`src/rtl/iso_tx_pkg.sv`:
```
package iso_tx_pkg;
  localparam int REG_W = 32;

  // bit positions inside the status word, fixed by software decoding
  localparam int B_ROOM  = 0;
  localparam int B_SENT  = 1;
  localparam int B_FLUSH = 2;
  localparam int B_UNDER = 3;
  localparam int B_SHORT = 7;

  typedef struct packed {
    logic room;
    logic sent;
    logic under;
    logic short_req;
  } csr_state_t;

  function automatic logic room_ok(input int unsigned depth,
                                   input int unsigned pkt,
                                   input int unsigned used);
    return (depth - used) >= pkt;
  endfunction

  function automatic logic [REG_W-1:0] pack_csr(input csr_state_t s);
    logic [REG_W-1:0] w;
    w = '0;
    w[B_ROOM]  = s.room;
    w[B_SENT]  = s.sent;
    w[B_UNDER] = s.under;
    w[B_SHORT] = s.short_req;
    return w;
  endfunction
endpackage

```
`src/rtl/iso_tx_fifo.sv`:
```
module iso_tx_fifo #(
  parameter int DATA_W = 8,
  parameter int DEPTH  = 512,
  localparam int AW = $clog2(DEPTH),
  localparam int CW = $clog2(DEPTH + 1)
) (
  input  logic              clk,
  input  logic              rst_n,
  input  logic              flush,
  input  logic              push,
  input  logic [DATA_W-1:0] wdata,
  input  logic              pop,
  output logic [DATA_W-1:0] rdata,
  output logic [CW-1:0]     count,
  output logic              push_ok,
  output logic              pop_ok,
  output logic              empty
);
  logic [DATA_W-1:0] mem [DEPTH];
  logic [AW-1:0]     wr_ptr, rd_ptr;
  logic              full;

  function automatic logic [AW-1:0] step(input logic [AW-1:0] p);
    return (p == AW'(DEPTH - 1)) ? '0 : p + 1'b1;
  endfunction

  assign empty   = (count == '0);
  assign full    = (count == CW'(DEPTH));
  assign pop_ok  = pop && !empty && !flush;
  assign push_ok = push && !flush && (!full || pop_ok);
  assign rdata   = mem[rd_ptr];

  always_ff @(posedge clk) begin
    if (push_ok) mem[wr_ptr] <= wdata;
  end

  always_ff @(posedge clk) begin
    if (!rst_n || flush) begin
      wr_ptr <= '0;
      rd_ptr <= '0;
      count  <= '0;
    end else begin
      if (push_ok) wr_ptr <= step(wr_ptr);
      if (pop_ok)  rd_ptr <= step(rd_ptr);
      case ({push_ok, pop_ok})
        2'b10:   count <= count + 1'b1;
        2'b01:   count <= count - 1'b1;
        default: count <= count;
      endcase
    end
  end
endmodule

```
`src/rtl/iso_tx_flag.sv`:
```
module iso_tx_flag #(
  parameter bit SET_WINS = 1'b1
) (
  input  logic clk,
  input  logic rst_n,
  input  logic set_i,
  input  logic clr_i,
  output logic q
);
  logic nxt;

  generate
    if (SET_WINS) begin : g_set_pri
      assign nxt = set_i ? 1'b1 : (clr_i ? 1'b0 : q);
    end else begin : g_clr_pri
      assign nxt = clr_i ? 1'b0 : (set_i ? 1'b1 : q);
    end
  endgenerate

  always_ff @(posedge clk) begin
    if (!rst_n) q <= 1'b0;
    else        q <= nxt;
  end
endmodule

```
`src/rtl/iso_tx_csr.sv`:
```
module iso_tx_csr
  import iso_tx_pkg::*;
(
  input  logic             clk,
  input  logic             rst_n,
  input  logic             reg_wr,
  input  logic [REG_W-1:0] reg_wdata,
  input  logic             room,
  input  logic             sent_evt,
  input  logic             under_evt,
  input  logic             start_evt,
  output logic             flush_evt,
  output logic             sent_clr_evt,
  output logic             under_clr_evt,
  output logic             short_set_evt,
  output logic             short_q,
  output logic [REG_W-1:0] rdata
);
  logic sent_q, under_q;
  csr_state_t st;

  assign flush_evt     = reg_wr && reg_wdata[B_FLUSH];
  assign sent_clr_evt  = reg_wr && reg_wdata[B_SENT];
  assign under_clr_evt = reg_wr && reg_wdata[B_UNDER];
  assign short_set_evt = reg_wr && reg_wdata[B_SHORT] && !flush_evt;

  iso_tx_flag #(.SET_WINS(1'b1)) u_sent (
    .clk(clk), .rst_n(rst_n), .set_i(sent_evt), .clr_i(sent_clr_evt), .q(sent_q));

  iso_tx_flag #(.SET_WINS(1'b1)) u_under (
    .clk(clk), .rst_n(rst_n), .set_i(under_evt), .clr_i(under_clr_evt), .q(under_q));

  iso_tx_flag #(.SET_WINS(1'b1)) u_short (
    .clk(clk), .rst_n(rst_n), .set_i(short_set_evt),
    .clr_i(start_evt || flush_evt), .q(short_q));

  always_comb begin
    st.room      = room;
    st.sent      = sent_q;
    st.under     = under_q;
    st.short_req = short_q;
    rdata        = pack_csr(st);
  end
endmodule

```
`src/rtl/iso_tx_ep_ctrl.sv`:
```
module iso_tx_ep_ctrl
  import iso_tx_pkg::*;
#(
  parameter int PKT_BYTES = 256,
  parameter int PKTS      = 2,
  parameter int DATA_W    = 8,
  localparam int DEPTH = PKT_BYTES * PKTS,
  localparam int CW    = $clog2(DEPTH + 1)
) (
  input  logic              clk,
  input  logic              rst_n,
  input  logic              reg_wr,
  input  logic [31:0]       reg_wdata,
  output logic [31:0]       reg_rdata,
  input  logic              fifo_push,
  input  logic [DATA_W-1:0] fifo_wdata,
  input  logic              eng_start,
  input  logic              eng_pop,
  input  logic              eng_done,
  output logic [DATA_W-1:0] eng_data,
  output logic              eng_valid,
  output logic              tx_short
);
  logic [CW-1:0] fifo_count;
  logic fifo_empty, push_evt, pop_evt, underrun_evt, room;
  logic flush_evt, tpc_clr_evt, tur_clr_evt, tsp_set_evt;

  assign underrun_evt = eng_pop && fifo_empty;
  assign room         = room_ok(DEPTH, PKT_BYTES, int'(fifo_count));
  assign eng_valid    = !fifo_empty;

  iso_tx_fifo #(.DATA_W(DATA_W), .DEPTH(DEPTH)) u_fifo (
    .clk(clk), .rst_n(rst_n), .flush(flush_evt),
    .push(fifo_push), .wdata(fifo_wdata),
    .pop(eng_pop), .rdata(eng_data), .count(fifo_count),
    .push_ok(push_evt), .pop_ok(pop_evt), .empty(fifo_empty));

  iso_tx_csr u_csr (
    .clk(clk), .rst_n(rst_n), .reg_wr(reg_wr), .reg_wdata(reg_wdata),
    .room(room), .sent_evt(eng_done), .under_evt(underrun_evt),
    .start_evt(eng_start), .flush_evt(flush_evt),
    .sent_clr_evt(tpc_clr_evt), .under_clr_evt(tur_clr_evt),
    .short_set_evt(tsp_set_evt), .short_q(tx_short), .rdata(reg_rdata));
endmodule

```
`config.mk`:
```
export PLATFORM = sky130hd
export DESIGN_NAME = iso_tx_ep_ctrl
export DESIGN_NICKNAME = d
export VERILOG_FILES = /design/src/rtl/iso_tx_pkg.sv /design/src/rtl/iso_tx_fifo.sv /design/src/rtl/iso_tx_flag.sv /design/src/rtl/iso_tx_csr.sv /design/src/rtl/iso_tx_ep_ctrl.sv
export SDC_FILE = /design/constraint.sdc
export NUM_CORES = 2
export LEC_CHECK = 0
export ABC_AREA = 1
export CORE_MARGIN = 2
export CORE_UTILIZATION = 55
export CTS_CLUSTER_DIAMETER = 40
export CTS_CLUSTER_SIZE = 20
export DETAILED_ROUTE_END_ITERATION = 10
export PLACE_DENSITY = 0.67
export SLEW_MARGIN = 40
export SYNTH_ARGS = -nofsm -noshare
export SYNTH_HDL_FRONTEND = slang
export SYNTH_SLANG_ARGS = --single-unit
```
`constraint.sdc`:
```
create_clock -name clk -period 6.7 [get_ports clk]
set_input_delay 1.34 -clock clk [delete_from_list [all_inputs] [get_ports clk]]
set_output_delay 1.34 -clock clk [all_outputs]
set_load 0.01 [all_outputs]
```
== Yosys cells after proc, flatten, opt, wreduce, memory -nomap -nowiden ==
Memories as Yosys holds them, arrays and structs flattened. A register that Yosys moved wholly into a read port is not among the register bits.
Index checks and enable logic that the tools add are counted.
Cells by class
  order comparisons: 1
  shift operators: 0
  bitwise logic cells: 0
  div/mod/pow operators: 0
  multiplexer cells: 13
  reduce and logical (&&, ||, !) cells: 22
  add/subtract/negate cells: 5
  equal/unequal tests: 5
  $mul: 0
Operator list (count)
  2-to-1 mux 9 bit: 4
  greater-or-equal comparator 32 x 9 -> 1 bit (second input constant): 1
  case mux 10 bit (2 select lines): 1
  adder 9 x 1 -> 9 bit (second input constant): 2
  equality test 9 bit (second input constant): 2
  subtractor 10 x 10 -> 11 bit (first input constant): 1
  adder 10 x 1 -> 10 bit (second input constant): 1
  equality test 10 bit (second input constant): 1
  logical AND 1 bit: 10
  logical NOT 10 bit: 1
  subtractor 10 x 1 -> 10 bit (second input constant): 1
  2-to-1 mux 1 bit: 8
  nonzero test 2 bit: 4
  logical NOT 1 bit: 4
  logical OR 1 bit: 3
  equality test 2 x 1 -> 1 bit (second input constant): 1
  equality test 2 bit (second input constant): 1
Storage, ports and cells
  latch bits: 0
  memories: 1
  bits of input ports: 47
  memory bits (writable): 4096
  register bits: 31
  output and inout bits: 42
  bits in read-only memories: 0
  word-level logic and storage cells: 53
Memory list
  u_fifo.mem: depth 512, bits a word 8, read ports 1, clocked after Yosys merged registers in 1, write ports 1, RTL line iso_tx_fifo.sv:19  | logic [DATA_W-1:0] mem [DEPTH];

== Depth between registers and ports, before layout ==
  depth after elaboration: 8
  depth in mapped cells: 17
  gate-level depth less buffers: 17

== Cells and area by module ==
From an unflattened synthesis, not the netlist that was laid out.
Second synthesis, totals
  cell total of the unflattened synthesis: 14166
  area total of the unflattened synthesis: 168231.3 um^2
Modules (own cells, without submodules)
  iso_tx_fifo: area each 167742.1 um^2, times used 1, cells an instance 14086, sequential area each 123738.7 um^2
  iso_tx_csr: area each 289.0 um^2, times used 1, cells an instance 45, sequential area each 0.0 um^2
  iso_tx_flag: area each 43.8 um^2, times used 3, cells an instance 6, sequential area each 20.0 um^2
  iso_tx_ep_ctrl: area each 68.8 um^2, times used 1, cells an instance 17, sequential area each 0.0 um^2

== Worst setup path after synthesis ==
No wires, ideal clock.
  path type: input-to-reg
  start point: input port reg_wdata[2]
  end point: register u_fifo.count[7]
  library setup time: 0.119 ns
  stages on the path: 13
  path slack: 3.597 ns
  data required time: 6.581 ns
  arrival: 2.984 ns
  cell sequence: nand2_1 > inv_1 > nor2_4 > nand2_2 > inv_1 > ha_1 > a21oi_1 > o21ai_0 > a21oi_1 > nor2_1 > nor2_1 > xor2_1 > a21oi_1
Between the ends
  cells in the longest elaborated chain, start to end: 7
RTL lines
  from (decl): RTL line iso_tx_ep_ctrl.sv:13  | input logic [31:0] reg_wdata,
  logical AND 1 bit (*): RTL line iso_tx_csr.sv:22  | assign flush_evt = reg_wr && reg_wdata[B_FLUSH];
  logical NOT 1 bit: RTL line iso_tx_fifo.sv:29, iso_tx_fifo.sv:30
  logical AND 1 bit: RTL line iso_tx_fifo.sv:29  | assign pop_ok = pop && !empty && !flush;
  logical OR 1 bit: RTL line iso_tx_fifo.sv:30  | assign push_ok = push && !flush && (!full || pop_ok);
  logical AND 1 bit: RTL line iso_tx_fifo.sv:30
  equality test 2 x 1 -> 1 bit / equality test 2 bit (equally long branches): RTL line iso_tx_fifo.sv:45  | case ({push_ok, pop_ok})
  case mux 10 bit (2 select lines) / nonzero test 2 bit (equally long branches)
  to (signal assigned): RTL line iso_tx_fifo.sv:46  | 2'b10: count <= count + 1'b1;
  to (signal assigned): RTL line iso_tx_fifo.sv:47  | 2'b01: count <= count - 1'b1;
  to (signal assigned): RTL line iso_tx_fifo.sv:48  | default: count <= count;
  to (decl): RTL line iso_tx_fifo.sv:14  | output logic [CW-1:0] count,
Mark *: on every way between the ends. The rest lies on a longest branch, timed or not.
A chain may end at the register's enable or synchronous reset.

==> impl_metrics.ini <==
[outcome]
status = complete, but fails checks
violations = setup timing

[grt]
use_met3 = 0.0496
grt_first_pass_wirelength_mm = 663
grt_use_total = 0.284
grt_start_max_net_pins = 211
antenna_found_initial = 9
use_met1 = 0.387
grt_pass1_vias = 107391
use_met2 = 0.451
grt_busiest_layer = met2
grt_overflow = 0

[timing]
drv_slew = 0
max_freq_mhz = 148
finalSetupViolations = 2
relSlewSlack = 0.347
hold_viol_final = 0
setup-tns-final_ns = -0.108
period_needed_ns = 6.76
rsz0062_at_grt = no
setup_ws_ns = -0.0622
skew_ns = 0.0406
max_slew.worst_pin.slew_ns = 0.980
fin_crit_sh = 1.01
timing.hold.ws_ns = 0.470

[synthesis]
synthCells = 14133
yosys_warnings = 0
netlist_area_mm2 = 0.169
synth_cell_types = 39
synth-seq-cells = 4136
ys_seq_area_frac = 0.734
async_reset_ff_frac = 0
synthFlopType = edfxtp_1
synth.avg_cell_area_um2 = 11.9
synth_edf_count = 4096

[placed_design]
numPortBuffers = 32
gp_congestion = 0.883
placedCellCount = 17491
dp_slack_ns = 1.13
placed_cell_area_mm2 = 0.172
dpl.hpwl_mm = 244

[routing]
ant_nets = 0
drtIter0Drc = 15167
viasPerCell = 6.04
drt_wl_total_mm = 451
drc = 0
drtPass1Iterations = 7
wl_per_cell_um = 24.4
route.vias.total = 111580

[layout]
fin_nets = 13994
instances_no_fill = 18472
n_fill_cell = 22691
post-route-util = 0.622
syn_to_final_growth_pct = 12.6
fin_area_mm2 = 0.190
drive_above_1_share = 0.0819

[floorplanning]
die_height_um = 558
die_area_mm2 = 0.311
fp.dieW_um = 558
coreArea_mm2 = 0.306
rows = 203
start_util = 0.552
ios = 89

[worst_hold_path]
min_path_type = reg2reg

[worst_setup_path]
start_kind = flip-flop
required_ns = 5.36
path_class = reg2out
cp_max_fo = 157
worstPathArrival_ns = 5.42
crit_path_end_kind = primary output

[clocking]
cts_tree = yes
ctsHoldBuffers = 0
cts_made_buffers = 520
clk_pin_slew_ns = 0.05
clk_latency_ns = 1.04
clock-sinks = 4136
cts_max_level = 6
cts_buffer_depth = 4
cts.root.buffer_cell = clkbuf_16

[power]
p_per_area_mw_per_mm2 = 327
p_total_mw = 62.2
p_leak_nw = 65.3
peakVddDrop_mv = 0.291

[job]
max_cap_viol_count = 0
==> routing by layer <==
layer	routed length, um	up-vias
met5	12	-
met4	19300	2
met3	45300	1026
met2	212000	5995
met1	174000	54510
li1	-	50047
==> logic make-up after synthesis <==
family / after synthesis / synth area share
buffers and inverters: 1071 / 0.0348
and+or+nand+nor: 8841 / 0.228
adders and majority gates: 16 / 0.00123
xor gates and xnor gates: 9 / 0.000467
AOI/OAI and AO/OA: 59 / 0.00188
DFF: 4136 / 0.734
other: 1 / 0.0000222
==> final cells by class <==
class | instances | area [um2] | share of cell area
antenna | 7 | 17.5 | 0.0000922
clock buffer | 564 | 13300 | 0.0700
clock inverter | 392 | 4550 | 0.0239
inverter | 52 | 260 | 0.00137
multi-input combinational | 8953 | 39400 | 0.207
sequential | 4136 | 124000 | 0.652
tap | 4100 | 5130 | 0.0270
timing repair buffer | 266 | 3470 | 0.0183
timing repair inverter | 2 | 22.5 | 0.000119
==> registers in the layout (all words and copies together) (netlist names), named ones only <==
signal	cells
u_fifo.count	10
u_fifo.mem	4096
u_csr.u_short.q	1
u_fifo.rd_ptr	9
u_fifo.wr_ptr	9
u_csr.u_under.q	1
u_csr.u_sent.q	1
==> worst paths after layout <==
check                                      from                end  slack (ns)  cells after the start
worst max register to register  u_fifo.count[0]  u_fifo.mem[29][1]        2.77                      9
worst min-delay path            u_csr.u_under.q    u_csr.u_under.q        0.47                      2
worst min register to register  u_csr.u_under.q    u_csr.u_under.q        0.47                      2
worst max-delay path                  flip-flop        eng_data[6]       -0.06                     12
==> report_power, final <==
part	internal, mW	total [mW]	leakage [nW]	switching [mW]
Sequential	28.5	28.5	37.1	0.0372
Clock	16.7	28.3	8.59	11.6
Combinational	1.45	5.40	19.6	3.95
==> critical path, stage by stage (launching register included) <==
cell and delay [ns]:
dfxtp_4 0.72, inv_16 0.32, buf_4 0.44, nand3_1 0.13, nand3_1 0.07, nand3_1 0.22, nand3_1 0.11, nand3_1 0.19
nand3_1 0.30, nand3_1 0.32, nand3_1 0.38, nand2_1 0.39, clkdlybuf4s50_1 0.61
==> synth_stat cells (15+ instances only) <==
library cell	number	area share
buf_2	561	0.017
buf_1	76	0.0017
nand3_1	4091	0.12
clkbuf_1	151	0.0034
edfxtp_1	4096	0.73
nor3_1	19	0.00056
nor2_1	534	0.012
ha_1	15	0.0011
nand2_1	4173	0.093
o21ai_0	17	0.00050
a21oi_1	33	0.00098
inv_1	44	0.00098
dfxtp_1	40	0.0047
buf_6	66	0.0044
buf_4	162	0.0072
==> placed cells by master (no fill, tap or decap), types with 7 or more instances in the layout <==
| cell | count |
|---|---|
| nand3_1 | 4088 |
| nor2_2 | 28 |
| inv_6 | 61 |
| diode_2 | 7 |
| nand2_1 | 4167 |
| inv_1 | 40 |
| bufinv_16 | 50 |
| edfxtp_1 | 4096 |
| buf_4 | 125 |
| buf_6 | 7 |
| buf_8 | 10 |
| dfxtp_1 | 33 |
| inv_8 | 22 |
| buf_16 | 7 |
| clkinv_16 | 11 |
| a21oi_1 | 33 |
| nor2_1 | 506 |
| clkinv_4 | 41 |
| inv_16 | 21 |
| clkbuf_16 | 526 |
| clkdlybuf4s50_1 | 24 |
| clkbuf_1 | 38 |
| nand2_2 | 8 |
| clkinv_1 | 61 |
| conb_1 | 28 |
| nor3_1 | 14 |
| xor2_1 | 7 |
| o21ai_0 | 17 |
| ha_1 | 15 |
| clkinv_8 | 22 |
| clkinvlp_4 | 47 |
| buf_12 | 92 |
| clkinv_2 | 67 |
==> repair_timing <==
| action | in CTS | in global routing |
|---|---|---|
| resized for setup | 0 | 1 |
| setup buffers | 0 | 7 |
| endpoints found under the setup margin | 0 | 8 |
No activity file was read; power rests on OpenSTA's default activity.
